`src/rtl/irq_fold_pkg.sv`:
```
package irq_fold_pkg;

    localparam int DATA_W  = 32;
    localparam int ADDR_W  = 2;
    localparam int LEG_N   = 4;
    localparam int WS_W    = LEG_N + 1;
    localparam int MSI_POS = LEG_N;

    typedef enum logic [ADDR_W-1:0] {
        A_WSTAT  = 2'd0,
        A_VSTAT  = 2'd1,
        A_ENABLE = 2'd2,
        A_SPARE  = 2'd3
    } reg_addr_e;

    typedef struct packed {
        logic              sel;
        logic              wr;
        logic [ADDR_W-1:0] addr;
        logic [DATA_W-1:0] wdata;
    } bus_req_t;

    // next value of a write-1-to-clear bit: a set event beats a clear
    function automatic logic w1c_bit(input logic cur, input logic clr, input logic set);
        return (cur & ~clr) | set;
    endfunction

endpackage

```
`src/rtl/irq_vec_bank.sv`:
```
module irq_vec_bank
    import irq_fold_pkg::*;
#(
    parameter int NVEC = 32
) (
    input  logic            clk,
    input  logic            rst,
    input  logic [NVEC-1:0] set_i,
    input  logic [NVEC-1:0] clr_i,
    output logic [NVEC-1:0] vec_o
);

    logic [NVEC-1:0] vec_q;

    for (genvar i = 0; i < NVEC; i++) begin : g_bit
        always_ff @(posedge clk) begin
            if (rst) vec_q[i] <= 1'b0;
            else     vec_q[i] <= w1c_bit(vec_q[i], clr_i[i], set_i[i]);
        end
    end

    assign vec_o = vec_q;

    // every pulsed bit is 1 on the following edge, clear or not
    assert_set_wins_R3: assert property (@(posedge clk) disable iff (rst)
        (|set_i) |=> ((vec_q & $past(set_i)) == $past(set_i)));

    // no vector bit rises without its own pulse
    assert_no_phantom_R2: assert property (@(posedge clk) disable iff (rst)
        1'b1 |=> ((vec_q & ~$past(vec_q) & ~$past(set_i)) == '0));

endmodule

```
`src/rtl/irq_wrap_stat.sv`:
```
module irq_wrap_stat
    import irq_fold_pkg::*;
(
    input  logic             clk,
    input  logic             rst,
    input  logic [LEG_N-1:0] intx_i,
    input  logic             any_vec_i,
    input  logic             zero_rd_i,
    input  logic [WS_W-1:0]  clr_i,
    output logic [WS_W-1:0]  stat_o
);

    logic [WS_W-1:0]  stat_q;
    logic [LEG_N-1:0] intx_prev_q;
    logic [LEG_N-1:0] intx_rise;
    logic             armed_q;
    logic             msi_hit;

    assign intx_rise = intx_i & ~intx_prev_q;
    // the zero read arms this very cycle for a pulse that arrives with it
    assign msi_hit   = any_vec_i & (armed_q | zero_rd_i);

    always_ff @(posedge clk) begin
        if (rst) intx_prev_q <= '0;
        else     intx_prev_q <= intx_i;
    end

    for (genvar k = 0; k < LEG_N; k++) begin : g_leg
        always_ff @(posedge clk) begin
            if (rst) stat_q[k] <= 1'b0;
            else     stat_q[k] <= w1c_bit(stat_q[k], clr_i[k], intx_rise[k]);
        end
    end

    always_ff @(posedge clk) begin
        if (rst) begin
            stat_q[MSI_POS] <= 1'b0;
            armed_q         <= 1'b1;
        end else begin
            stat_q[MSI_POS] <= w1c_bit(stat_q[MSI_POS], clr_i[MSI_POS], msi_hit);
            if (msi_hit)        armed_q <= 1'b0;
            else if (zero_rd_i) armed_q <= 1'b1;
        end
    end

    assign stat_o = stat_q;

    assert_latch_R4: assert property (@(posedge clk) disable iff (rst)
        (any_vec_i && armed_q) |=> stat_q[MSI_POS]);

    assert_no_relatch_R5: assert property (@(posedge clk) disable iff (rst)
        (!armed_q && !zero_rd_i && !stat_q[MSI_POS]) |=> !stat_q[MSI_POS]);

    assert_rearm_R6: assert property (@(posedge clk) disable iff (rst)
        (zero_rd_i && !any_vec_i) |=> armed_q);

    assert_same_cycle_R7: assert property (@(posedge clk) disable iff (rst)
        (zero_rd_i && any_vec_i) |=> stat_q[MSI_POS]);

    assert_leg_edge_R9: assert property (@(posedge clk) disable iff (rst)
        (|intx_rise) |=> ((stat_q[LEG_N-1:0] & $past(intx_rise)) == $past(intx_rise)));

endmodule

```
`src/rtl/irq_fold_wrap.sv`:
```
module irq_fold_wrap
    import irq_fold_pkg::*;
#(
    parameter int NVEC = 32
) (
    input  logic              clk,
    input  logic              rst,
    input  logic [NVEC-1:0]   vec_pulse,
    input  logic [LEG_N-1:0]  intx,
    input  logic              bus_sel,
    input  logic              bus_wr,
    input  logic [ADDR_W-1:0] bus_addr,
    input  logic [DATA_W-1:0] bus_wdata,
    output logic [DATA_W-1:0] bus_rdata,
    output logic              irq_out
);

    bus_req_t        req;
    logic            rd_en;
    logic            wr_ws, wr_vs, wr_en;
    logic [NVEC-1:0] vec_q;
    logic [WS_W-1:0] ws_q;
    logic [WS_W-1:0] en_q;
    logic            zero_rd;

    assign req = '{sel: bus_sel, wr: bus_wr, addr: bus_addr, wdata: bus_wdata};

    assign rd_en   = req.sel & ~req.wr;
    assign wr_ws   = req.sel & req.wr & (req.addr == A_WSTAT);
    assign wr_vs   = req.sel & req.wr & (req.addr == A_VSTAT);
    assign wr_en   = req.sel & req.wr & (req.addr == A_ENABLE);
    assign zero_rd = rd_en & (req.addr == A_VSTAT) & (vec_q == '0);

    irq_vec_bank #(.NVEC(NVEC)) u_vec (
        .clk   (clk),
        .rst   (rst),
        .set_i (vec_pulse),
        .clr_i (wr_vs ? req.wdata[NVEC-1:0] : '0),
        .vec_o (vec_q)
    );

    irq_wrap_stat u_ws (
        .clk       (clk),
        .rst       (rst),
        .intx_i    (intx),
        .any_vec_i (|vec_pulse),
        .zero_rd_i (zero_rd),
        .clr_i     (wr_ws ? req.wdata[WS_W-1:0] : '0),
        .stat_o    (ws_q)
    );

    always_ff @(posedge clk) begin
        if (rst)        en_q <= '0;
        else if (wr_en) en_q <= req.wdata[WS_W-1:0];
    end

    always_comb begin
        bus_rdata = '0;
        if (rd_en) begin
            case (req.addr)
                A_WSTAT:  bus_rdata = DATA_W'(ws_q);
                A_VSTAT:  bus_rdata = DATA_W'(vec_q);
                A_ENABLE: bus_rdata = DATA_W'(en_q);
                default:  bus_rdata = '0;
            endcase
        end
    end

    assign irq_out = |(ws_q & en_q);

    assert_masked_quiet_R11: assert property (@(posedge clk) disable iff (rst)
        (en_q == '0) |-> !irq_out);

    assert_idle_bus_R12: assert property (@(posedge clk) disable iff (rst)
        !bus_sel |-> (bus_rdata == '0));

endmodule

```
`config.mk`:
```
export PLATFORM = sky130hd
export DESIGN_NAME = irq_fold_wrap
export DESIGN_NICKNAME = d
export VERILOG_FILES = /design/src/rtl/irq_fold_pkg.sv /design/src/rtl/irq_vec_bank.sv /design/src/rtl/irq_wrap_stat.sv /design/src/rtl/irq_fold_wrap.sv
export SDC_FILE = /design/constraint.sdc
export NUM_CORES = 1
export LEC_CHECK = 0
export ABC_CLOCK_PERIOD_IN_PS = 1500
export BUFFER_PORTS_ARGS = -buffer_cell sky130_fd_sc_hd__buf_2
export CORE_ASPECT_RATIO = 2
export CORE_MARGIN = 3
export CORE_UTILIZATION = 41
export DETAILED_ROUTE_END_ITERATION = 8
export PLACE_DENSITY = 0.76
export REMOVE_ABC_BUFFERS = 1
export SKIP_LAST_GASP = 1
export SLEW_MARGIN = 25
export SYNTH_ARGS = -nofsm -noshare
export SYNTH_HDL_FRONTEND = slang
export SYNTH_SLANG_ARGS = --single-unit
```
`constraint.sdc`:
```
create_clock -name clk -period 1.5 [get_ports clk]
set_clock_uncertainty 0.15 [all_clocks]
set_input_delay 0.15 -clock clk [delete_from_list [all_inputs] [get_ports clk]]
set_output_delay 0.15 -clock clk [all_outputs]
set_load 0.005 [all_outputs]
```
---- Yosys cells after proc, flatten, opt, wreduce, memory -nomap -nowiden ----
Index checks and enable logic that the tools add are counted.
cells by class
  reductions and logical operators ........ 5
  bitwise gates (word level) .............. 124
  multiplexer cells ....................... 6
  eq/ne operators ......................... 2
operators with widths
  kind                                                             number
  32-bit case mux with 3 select lines                              1
  32-bit two-way mux                                               2
  1-bit AND                                                        45
  1-bit NOT                                                        38
  1-bit OR                                                         38
  32-bit zero test                                                 1
  32-bit OR reduction                                              1
  5-bit AND                                                        1
  5-bit two-way mux                                                1
  5-bit OR reduction                                               1
  4-bit AND                                                        1
  4-bit NOT                                                        1
  2-bit by 1-bit == test with 1-bit output, second input constant  1
  2-bit == test, second input constant                             1
  2-bit zero test                                                  1
  1-bit two-way mux                                                2
  2-bit nonzero test                                               1
word-level totals
  bits of input ports ..................... 74
  word-level logic and storage cells ...... 177
  output and inout bits ................... 33
  register bits ........................... 47

---- Depth between registers and ports, before layout ----
Gate-level depths: netlist (run 1).
  depth after elaboration ................. 7
  gate-level depth with buffers ........... 7
  mapped depth without buffers ............ 4

---- Modules after synthesis ----
From an unflattened synthesis (run 1), not the netlist that was laid out.
unflattened totals
  cells, all modules ...................... 299
  area total of the unflattened synthesis .. 2473.6 um^2
modules (own cells, without submodules)
  module         instances  sequential area each (um^2)  area each (um^2)  cells an instance
  irq_vec_bank   1          640.6                        1154.9            131
  irq_fold_wrap  1          100.1                        984.7             136
  irq_wrap_stat  1          200.2                        334.1             32

---- Least setup slack after synthesis (run 1) ----
No wires, ideal clock.
  path type ............................... flip-flop to flip-flop
  start ................................... register u_vec.vec_q[29] (netlist: u_vec.vec_o[29])
  end ..................................... register u_ws.stat_q[4] (netlist: u_ws.stat_o[4])
  data arrival time ....................... 1210 ps
  slack ................................... 55 ps
  required time ........................... 1264 ps
  period minus slack after synthesis ...... 1445 ps
  setup time .............................. 86 ps
  path buffers ............................ 0
  cell stages (with the launch flop) ...... 5
  path through ............................ dfxtp_1 -> nor4_1 -> nand4_1 -> or3_1 -> a211oi_1
between the ends
  cells in the longest elaborated chain, start to end .. 5
ends and longest elaborated chain
  item                             RTL line             source
  start, declared                  irq_vec_bank.sv:13   logic [NVEC-1:0] vec_q;
  start signal, assigned by index  irq_vec_bank.sv:18   else vec_q[i] <= w1c_bit(vec_q[i], clr_i[i], set_i[i]);
  32-bit zero test                 irq_fold_wrap.sv:32  assign zero_rd = rd_en & (req.addr == A_VSTAT) & (vec_q == '0);
  1-bit AND                        irq_fold_wrap.sv:32
  1-bit OR                         irq_wrap_stat.sv:21  assign msi_hit = any_vec_i & (armed_q | zero_rd_i);
  1-bit AND                        irq_wrap_stat.sv:21
  1-bit OR                         irq_fold_pkg.sv:25   return (cur & ~clr) | set;
  end signal, assigned by index    irq_wrap_stat.sv:40  stat_q[MSI_POS] <= w1c_bit(stat_q[MSI_POS], clr_i[MSI_POS], msi_hit);
  end, declared                    irq_wrap_stat.sv:13  logic [WS_W-1:0] stat_q;
No other way between the ends.
A chain may end at the register's enable or synchronous reset.

---- Worst setup path in the final report (run 1) ----
  start ................................... register u_vec.vec_q[22] (netlist: u_vec.vec_o[22])
  end ..................................... register u_ws.stat_q[4] (netlist: u_ws.stat_o[4])
The elaborated chain is that of the path after synthesis.

==> results.yml, run 1 <==
outcome:
  status: "finished with violations"
  violations: "negative setup slack"
timing:
  period_share: 1.07
  setup_viol: 8
  setup_slack_ns: -0.107
  slew_headroom: 0.675
  clock.fmax_ghz: 0.622
  hold_viol_final: 0
  holdWs_ns: 0.00287
  slew_viol_final: 0
  rsz0062_at_grt: "yes"
  fin_setup_tns_ns: -0.401
  period_needed_ns: 1.61
  tightest_slew_ns: 0.483
critical_path:
  cp_cell_sequence: "nor4_1 > nand2_1 > or3_4 > a211oi_2"
  r2r-end: "u_ws.stat_o[4]"
  startpoint: "u_vec.vec_o[22]"
  worstPathRequired_ns: 1.57
  reg2reg_depth: 4
  cp-end-kind: "flop"
  worstSetupEndpoint: "u_ws.stat_o[4]"
  r2r_setup_slack_ns: -0.11
  critical_path.max_fanout: 2
  slowest_stage: "or3_4"
  max_stage_delay_ns: 0.40
  crit_arrival_ns: 1.68
  cp-start-kind: "flop"
  path_class: "reg2reg"
  r2r_start: "u_vec.vec_o[22]"
clocking:
  clock-sinks: 47
  clockBufferDepth: 2
  clk_latency_ns: 0.30
  clk_pin_slew_worst_paths_ns: 0.09
  clockRootBuffer: "clkbuf_8"
  cts_buffers: 5
  cts_tree: "yes"
  htree_levels: 2
detailed_routing:
  drtPass1Iterations: 4
  drt-wirelength-per-cell_um: 15.6
  drtIter0Drc: 95
  vias_per_cell: 5.34
  wl_mm: 8.06
  drc: 0
  final_antenna_net_count: 0
  vias: 2759
power_and_ir_drop:
  irDropWorstVdd_mv: 0.715
  cellPowerDensity_mw_per_mm2: 763
  leakagePower_nw: 1.73
  design_power_total_w: 0.00280
placement:
  place_area_sq_mm: 0.00293
  hpwlAfterDp_mm: 5.20
  gp_congestion: 0.827
  port_buffers: 106
  dp_cells: 456
final_layout:
  fillers: 378
  postLayoutCellArea_sq_mm: 0.00367
  final_cell_mix: "buf_2, nor2_1, dlygate4sd3_1"
  fin_nets: 533
  instances_no_fill: 517
  final_layout_size_suffix_gt1_frac: 0.400
  layout_commonest_cell: "buf_2"
  area_growth_syn_to_layout_pct: 71.9
  diodes: 0
logic_synthesis:
  synthDistinctLibCells: 27
  synthCells: 273
  synth_top_area_share: 0.441
  synth_xor_area_frac: 0
  muxShareOfSynthArea: 0.0469
  syn_area_per_cell_sq_um: 7.82
  synth_compound_area_frac: 0.115
  synth_area_sq_mm: 0.00213
  yosysWarnings: 0
  synth_top_family_by_area: "simple AND/OR/NAND/NOR gates"
  synth-seq-cells: 47
  yosys-top-cells-area: "dfxtp_1, a21oi_1, nor2_1, nand2_1, and2_1"
  ys_seq_area_frac: 0.441
  synthSimpleGateAreaFrac: 0.362
  synthAdderAreaFrac: 0
  yosysTopAreaCell: "dfxtp_1"
die:
  core_sq_mm: 0.00495
  die_w_um: 57.0
  io_pins: 107
  rows: 36
  dieArea_sq_mm: 0.00616
  fp.dieH_um: 108
  start_util: 0.431
global_routing:
  grt_util_all_layers: 0.256
  grt_max_degree: 33
  antenna_found_initial: 0
  grt_pass1_wl_mm: 12.2
  grt_pass1_vias: 2780
  gr-total-overflow: 0
job:
  drv_cap: 0
min_path:
  hold_path_class: "in2reg"
## layout make-up
cell class | count | area, sq um | area share
timing repair buffer | 193 | 1330 | 0.361
multi-input combinational | 212 | 1220 | 0.332
sequential | 47 | 952 | 0.259
clock buffer | 7 | 96.3 | 0.0263
tap | 57 | 71.3 | 0.0194
clock inverter | 1 | 7.51 | 0.00205
## cells in the mapped netlist
| library cell | instances |
|---|---|
| and4b_2 | 1 |
| nor2b_1 | 9 |
| buf_6 | 2 |
| nand2_1 | 39 |
| and2_1 | 20 |
| and2_2 | 7 |
| a211oi_1 | 1 |
| buf_2 | 3 |
| clkbuf_1 | 8 |
| a222oi_1 | 1 |
| and4bb_2 | 1 |
| nor3_1 | 1 |
| and4bb_1 | 1 |
| nor4_1 | 16 |
| nand3_2 | 1 |
| nand3_1 | 1 |
| dfxtp_1 | 47 |
| or3_1 | 1 |
| nor2_1 | 54 |
| a2bb2oi_1 | 1 |
| a22oi_1 | 1 |
| mux2i_1 | 10 |
| a21boi_0 | 1 |
| a21oi_1 | 41 |
| nand3b_1 | 1 |
| buf_4 | 1 |
| nand4_1 | 3 |
## worst max-delay path: cells and delay by family, from the launching register on
family          cells  cell delay [ns]
simple gates        3             0.88
flops               1             0.33
compound gates      1             0.18
## sequential cells by signal (all words and copies together) (netlist names)
name and flops:
en_q 5, u_vec.vec_o 32, u_ws.armed_q 1, u_ws.intx_prev_q 4
u_ws.stat_o 5
## per-layer routing
metal,vias to the layer above,track usage,wire [um]
met3,41,0.0370,396
met1,1297,0.232,2640
met5,-,0,0
met4,0,0.159,441
li1,1302,-,-
met2,119,0.503,4590
## repair_timing
action | CTS | global route
pin swaps | 4 | 7
setup endpoints to repair | 8 | 21
hold buffers | 50 | 0
setup buffers | 2 | 1
resized for setup | 10 | 16
endpoints found under the hold margin | 41 | 0
## power by group
group / switching (W) / leakage [nW] / internal (W)
logic: 0.000239 / 1.29 / 0.000329
registers: 0.0000650 / 0.394 / 0.00133
clock network: 0.000415 / 0.0505 / 0.000419
## per-stage QoR
stage / worst slack, ns / utilization
3_3_place_gp: -0.0963 / 0.591
2_1_floorplan: -0.0153 / -
6_report: -0.107 / 0.741
5_1_grt: -0.199 / 0.741
3_5_place_dp: -0.121 / 0.591
4_1_cts: -0.0852 / 0.722
## how the worst min path moves through the flow
stage,startpoint,slack [ns],cells after the start,end
after global routing,bus_wdata[8],0.02,4,u_vec.vec_o[8]
after global placement,vec_pulse[20],0.22,3,u_vec.vec_o[20]
final,bus_wdata[27],0.003,4,u_vec.vec_o[27]
after CTS,bus_wdata[27],0.0007,4,u_vec.vec_o[27]
after floorplan,rst,0.07,1,u_ws.intx_prev_q[0]
after detailed placement,intx[2],0.23,2,u_ws.intx_prev_q[2]
## kinds of logic after synthesis
family,after synthesis
buf+inv,14
mux,10
compound gates,46
flops,47
simple gates,156
No activity file was read; power rests on OpenSTA's default activity.
==> inputs of run 2 (changes only) <==
--- a/config.mk
+++ b/config.mk
@@ -7,11 +7,13 @@
 export LEC_CHECK = 0
 export ABC_CLOCK_PERIOD_IN_PS = 1500
 export BUFFER_PORTS_ARGS = -buffer_cell sky130_fd_sc_hd__buf_2
+export CELL_PAD_IN_SITES_DETAIL_PLACEMENT = 1
+export CELL_PAD_IN_SITES_GLOBAL_PLACEMENT = 2
 export CORE_ASPECT_RATIO = 2
 export CORE_MARGIN = 3
-export CORE_UTILIZATION = 41
+export CORE_UTILIZATION = 21
 export DETAILED_ROUTE_END_ITERATION = 8
-export PLACE_DENSITY = 0.76
+export PLACE_DENSITY = 0.74
 export REMOVE_ABC_BUFFERS = 1
 export SKIP_LAST_GASP = 1
 export SLEW_MARGIN = 25
==> run 2 against run 1 <==
  * The run ends with negative hold slack, negative setup slack left
  * Register-to-register slack better by 0.05 ns
  * Hold slack lost 0.0036 ns
  * Global-route usage shrank 9.8 points
  * Critical endpoint is now irq_out
  * Largest power group unchanged
==> results.yml, run 2 (synthesis gave the netlist of run 1 again) <==
clocking:
  clock-sinks: 47
  cts_buffers: 5
  htree_levels: 2
  clk_pin_slew_worst_paths_ns: 0.06
  clockBufferDepth: 2
  clockRootBuffer: "clkbuf_16"
  clk_latency_ns: 0.29
  cts_tree: "yes"
power_and_ir_drop:
  cellPowerDensity_mw_per_mm2: 832
  leakagePower_nw: 1.76
  irDropWorstVdd_mv: 0.461
die:
  dieArea_sq_mm: 0.0115
  fp.dieH_um: 149
  rows: 51
  io_pins: 107
  die_w_um: 77.3
  start_util: 0.217
  core_sq_mm: 0.00983
critical_path:
  slowest_stage: "a222oi_1"
  worstPathRequired_ns: 1.20
  cp-end-kind: "primary output"
  cp_cell_sequence: "a222oi_1 > nand2_1 > buf_2"
  path_delay_family: "compound AO/OA/AOI/OAI gates"
  crit_arrival_ns: 1.27
  critical_path.max_fanout: 2
  max_stage_delay_ns: 0.42
  path_buf_inv: 1
  path_class: "reg2out"
  cp-start-kind: "flop"
final_layout:
  area_growth_syn_to_layout_pct: 76.4
  layout_commonest_cell: "buf_2"
  diodes: 0
  largest_reg_flops: 32
  fin_nets: 530
  final_layout_size_suffix_gt1_frac: 0.418
  final_cell_mix: "buf_2, nor2_1, a21oi_1, buf_4, nand2_1"
detailed_routing:
  final_antenna_net_count: 0
  wl_mm: 8.83
  drtIter0Drc: 35
  drtPass1Iterations: 4
  drc: 0
  vias_per_cell: 4.48
  vias: 2636
  drt-wirelength-per-cell_um: 15.0
placement:
  gp_congestion: 0.790
  port_buffers: 106
  hpwlAfterDp_mm: 6.84
global_routing:
  antenna_found_initial: 0
  grt_pass1_vias: 3026
  grt_max_degree: 49
  gr-total-overflow: 0
  grt_util_all_layers: 0.158
  grt_pass1_wl_mm: 14.2
timing:
  fin_setup_tns_ns: -0.226
  period_needed_ns: 1.57
  rsz0062_at_grt: "yes"
  clock.fmax_ghz: 0.637
  setup_viol: 7
  setup_slack_ns: -0.0695
  slew_headroom: 0.675
  hold_viol_final: 1
  slew_viol_final: 0
  period_share: 1.05
  tightest_slew_ns: 0.483
  holdWs_ns: -0.000755
outcome:
  violations: "negative hold slack, negative setup slack"
  status: "finished with violations"
min_path:
  hold_path_class: "in2reg"
job:
  drv_cap: 0
run 2: cell count changes in the layout (fill, tap and decap cells not counted), sizes merged:
cell         before  now
buf             143  153
dlygate4sd3      50   37
run 2: final timing paths:
path,slack [ns],start,end,cells past startpoint
setup / recovery,-0.07,en_q[4],irq_out,3
hold / removal,-0.0008,bus_wdata[2],en_q[2],3
setup reg to reg,-0.06,u_vec.vec_o[12],u_ws.stat_o[4],5
hold reg to reg,0.38,u_vec.vec_o[20],u_vec.vec_o[20],2
run 2: what timing repair did:
item                       4_1_cts  5_1_grt
buffers inserted                 1        3
setup endpoints to repair        9       27
resized for setup               11       15
pin swaps                        5        9
hold buffers                    37        0
hold endpoints to repair        37        0
run 2: worst register-to-register path: cells and delay by family, from the launching register on:
family | cells | cell delay [ns]
AO/OA/AOI/OAI | 1 | 0.18
buffers and inverters | 1 | 0.14
flip-flops | 1 | 0.32
AND/OR/NAND/NOR | 3 | 0.71
run 2: per-stage QoR:
step	total power, W	setup slack, ns	cells	cell area (sq um)	util
6_report	0.00313	-0.0695	589	3770	0.383
5_1_grt	0.00329	-0.197	589	3770	0.383
4_1_cts	0.00315	-0.109	587	3680	0.375
2_1_floorplan	0.00155	-0.0153	259	2060	-
3_5_place_dp	0.00188	-0.212	541	3110	0.317
3_3_place_gp	0.00187	-0.143	541	3110	0.317
run 2: power breakdown:
group | internal (W) | switching [W]
sequential | 0.00134 | 0.0000648
combinational | 0.000329 | 0.000232
clock | 0.000709 | 0.000465
run 2: per-layer routing:
layer  share of wire  global-route usage
met1            0.31               0.139
met2            0.61               0.330
met3           0.037              0.0242
met4           0.036              0.0775
met5               0                   0
run 2: area by class of cell:
type | count | area (sq um)
Clock buffer | 7 | 153
Timing Repair Buffer | 190 | 1290
Sequential cell | 47 | 952
Multi-Input combinational cell | 212 | 1190
Tap cell | 132 | 165
Clock inverter | 1 | 7.51
Fill cell | 1267 | 6060
==> inputs of run 3 (changes only) <==
--- a/config.mk
+++ b/config.mk
@@ -10,7 +10,6 @@
 export CELL_PAD_IN_SITES_DETAIL_PLACEMENT = 1
 export CELL_PAD_IN_SITES_GLOBAL_PLACEMENT = 2
 export CORE_ASPECT_RATIO = 2
-export CORE_MARGIN = 3
 export CORE_UTILIZATION = 21
 export DETAILED_ROUTE_END_ITERATION = 8
 export PLACE_DENSITY = 0.74
==> constraint.sdc (replaced) <==
create_clock -name clk -period 1.5 [get_ports clk]
set_clock_uncertainty 0.15 [all_clocks]
set_input_delay 0.45 -clock clk [delete_from_list [all_inputs] [get_ports clk]]
set_output_delay 0.45 -clock clk [all_outputs]
set_load 0.005 [all_outputs]
==> run 3 against run 2 <==
  * The flow finishes with violations (negative setup slack)
  * Sequential share of layout area is 2.9 points lower
  * Clock power is 21% higher
  * Power is 11% higher
  * Hold slack better by 0.23 ns
  * Critical path depth stayed put
  * First-iteration DRC count is 130% higher
  * Via count is 2.3% higher
  * Non-clock buffer count is 5 higher
  * Sequential cell count stayed put
  * Global-route usage is 0.79 points higher
  * Largest cell class unchanged
==> results.yml, run 3 (synthesis gave the netlist of run 1 again) <==
timing:
  tightest_slew_ns: 0.574
  setup_viol: 40
  clock.fmax_ghz: 0.491
  period_share: 1.36
  rsz0062_at_grt: "yes"
  hold_viol_final: 0
  fin_setup_tns_ns: -15.23
  period_needed_ns: 2.04
  setup_slack_ns: -0.535
  slew_viol_final: 0
  slew_headroom: 0.618
outcome:
  status: "finished with violations"
  violations: "negative setup slack"
clocking:
  cts_tree: "yes"
  clk_latency_ns: 0.29
  htree_levels: 2
  clockBufferDepth: 2
  holdBufCountCts: 0
  cts_buffers: 5
  clockRootBuffer: "clkbuf_16"
  clk_pin_slew_worst_paths_ns: 0.06
  clock-sinks: 47
placement:
  hpwlAfterDp_mm: 6.89
  port_buffers: 106
  gp_congestion: 0.775
job:
  drv_cap: 0
global_routing:
  grt_pass1_vias: 2851
  grt_util_all_layers: 0.166
  grt_use_met2: 0.357
  grt_max_degree: 33
  grt_use_met3: 0.0216
  grt_pass1_wl_mm: 13.1
  use_met1: 0.136
  gr-total-overflow: 0
  antenna_found_initial: 0
  busiest_layer: "met2"
detailed_routing:
  vias: 2696
  drc: 0
  vias_per_cell: 4.54
  drtPass1Iterations: 4
  wl_mm: 9.87
  drtIter0Drc: 80
  final_antenna_net_count: 0
  drt-wirelength-per-cell_um: 16.6
critical_path:
  cp-end-kind: "primary output"
  worstPathRequired_ns: 0.90
  critical_path.max_fanout: 2
  cp_cell_sequence: "a222oi_1 > nand2_1 > buf_2"
  cp-start-kind: "flop"
  max_stage_delay_ns: 0.56
  crit_arrival_ns: 1.44
  path_class: "reg2out"
  slowest_stage: "a222oi_1"
final_layout:
  final_layout_size_suffix_gt1_frac: 0.634
  area_growth_syn_to_layout_pct: 99.3
  layout_commonest_cell: "buf_2"
  final_cell_mix: "buf_2, buf_4, nor2_1"
  area.sequential_sq_um: 951
  fin_nets: 535
  multi_input_area_sq_mm: 0.00140
  largest_reg_flops: 32
  fillers: 1217
  diodes: 0
  fin_util: 0.433
die:
  dieArea_sq_mm: 0.0106
  rows: 51
  core_sq_mm: 0.00983
  io_pins: 107
  fp.dieH_um: 145
  die_w_um: 73.3
  start_util: 0.217
min_path:
  hold_path_class: "in2reg"
power_and_ir_drop:
  leakagePower_nw: 1.97
  cellPowerDensity_mw_per_mm2: 821
  irDropWorstVdd_mv: 0.394
## run 3: power by group
group,total [W],internal (W),switching (W)
clock,0.00142,0.000955,0.000464
combinational,0.000684,0.000390,0.000294
sequential,0.00139,0.00134,0.0000540
## run 3: stage by stage
step	hold slack, ns	power [W]	worst slack (ns)	cells	area (sq um)
detailed placement	0.365	0.00195	-0.458	573	3360
floorplan	0.315	0.00155	-0.320	259	2060
finish	0.234	0.00349	-0.535	594	4250
global placement	0.339	0.00193	-0.466	573	3360
CTS	0.232	0.00341	-0.544	582	3650
global route	0.239	0.00363	-0.575	594	4250
## run 3: critical path, delay by kind of cell, from the launching register on
kind                   cells  cell delay, ns
AO/OA/AOI/OAI              1            0.56
AND/OR/NAND/NOR            1            0.12
buffers and inverters      1            0.15
flip-flops                 1            0.32
## run 3: area by class of cell
type | count | share of cell area
clock buffers | 6 | 0.0303
repair buffers | 195 | 0.364
multi-input cells | 212 | 0.329
well taps | 132 | 0.0388
clock inverters | 2 | 0.0141
flip-flops and latches | 47 | 0.224
## run 3: worst paths after layout
path | to | cells after the start | slack, ns | start
hold / removal | u_ws.intx_prev_q[3] | 2 | 0.23 | intx[3]
hold reg to reg | u_ws.stat_o[3] | 3 | 0.36 | u_ws.intx_prev_q[3]
setup reg to reg | u_ws.stat_o[4] | 5 | -0.21 | u_vec.vec_o[1]
setup / recovery | irq_out | 3 | -0.54 | en_q[4]
## run 3: per-layer routing
metal,up-vias,share of wire
met5,-,0
met4,0,0.028
met3,16,0.029
met2,68,0.63
met1,1311,0.32
li1,1301,-
## run 3: timing repair
item                                    4_1_cts  5_1_grt
endpoints found under the setup margin       36       69
setup buffers                                 2        6
pin swaps                                     8       58
gates resized for setup                      21      116
cloned                                        1        6
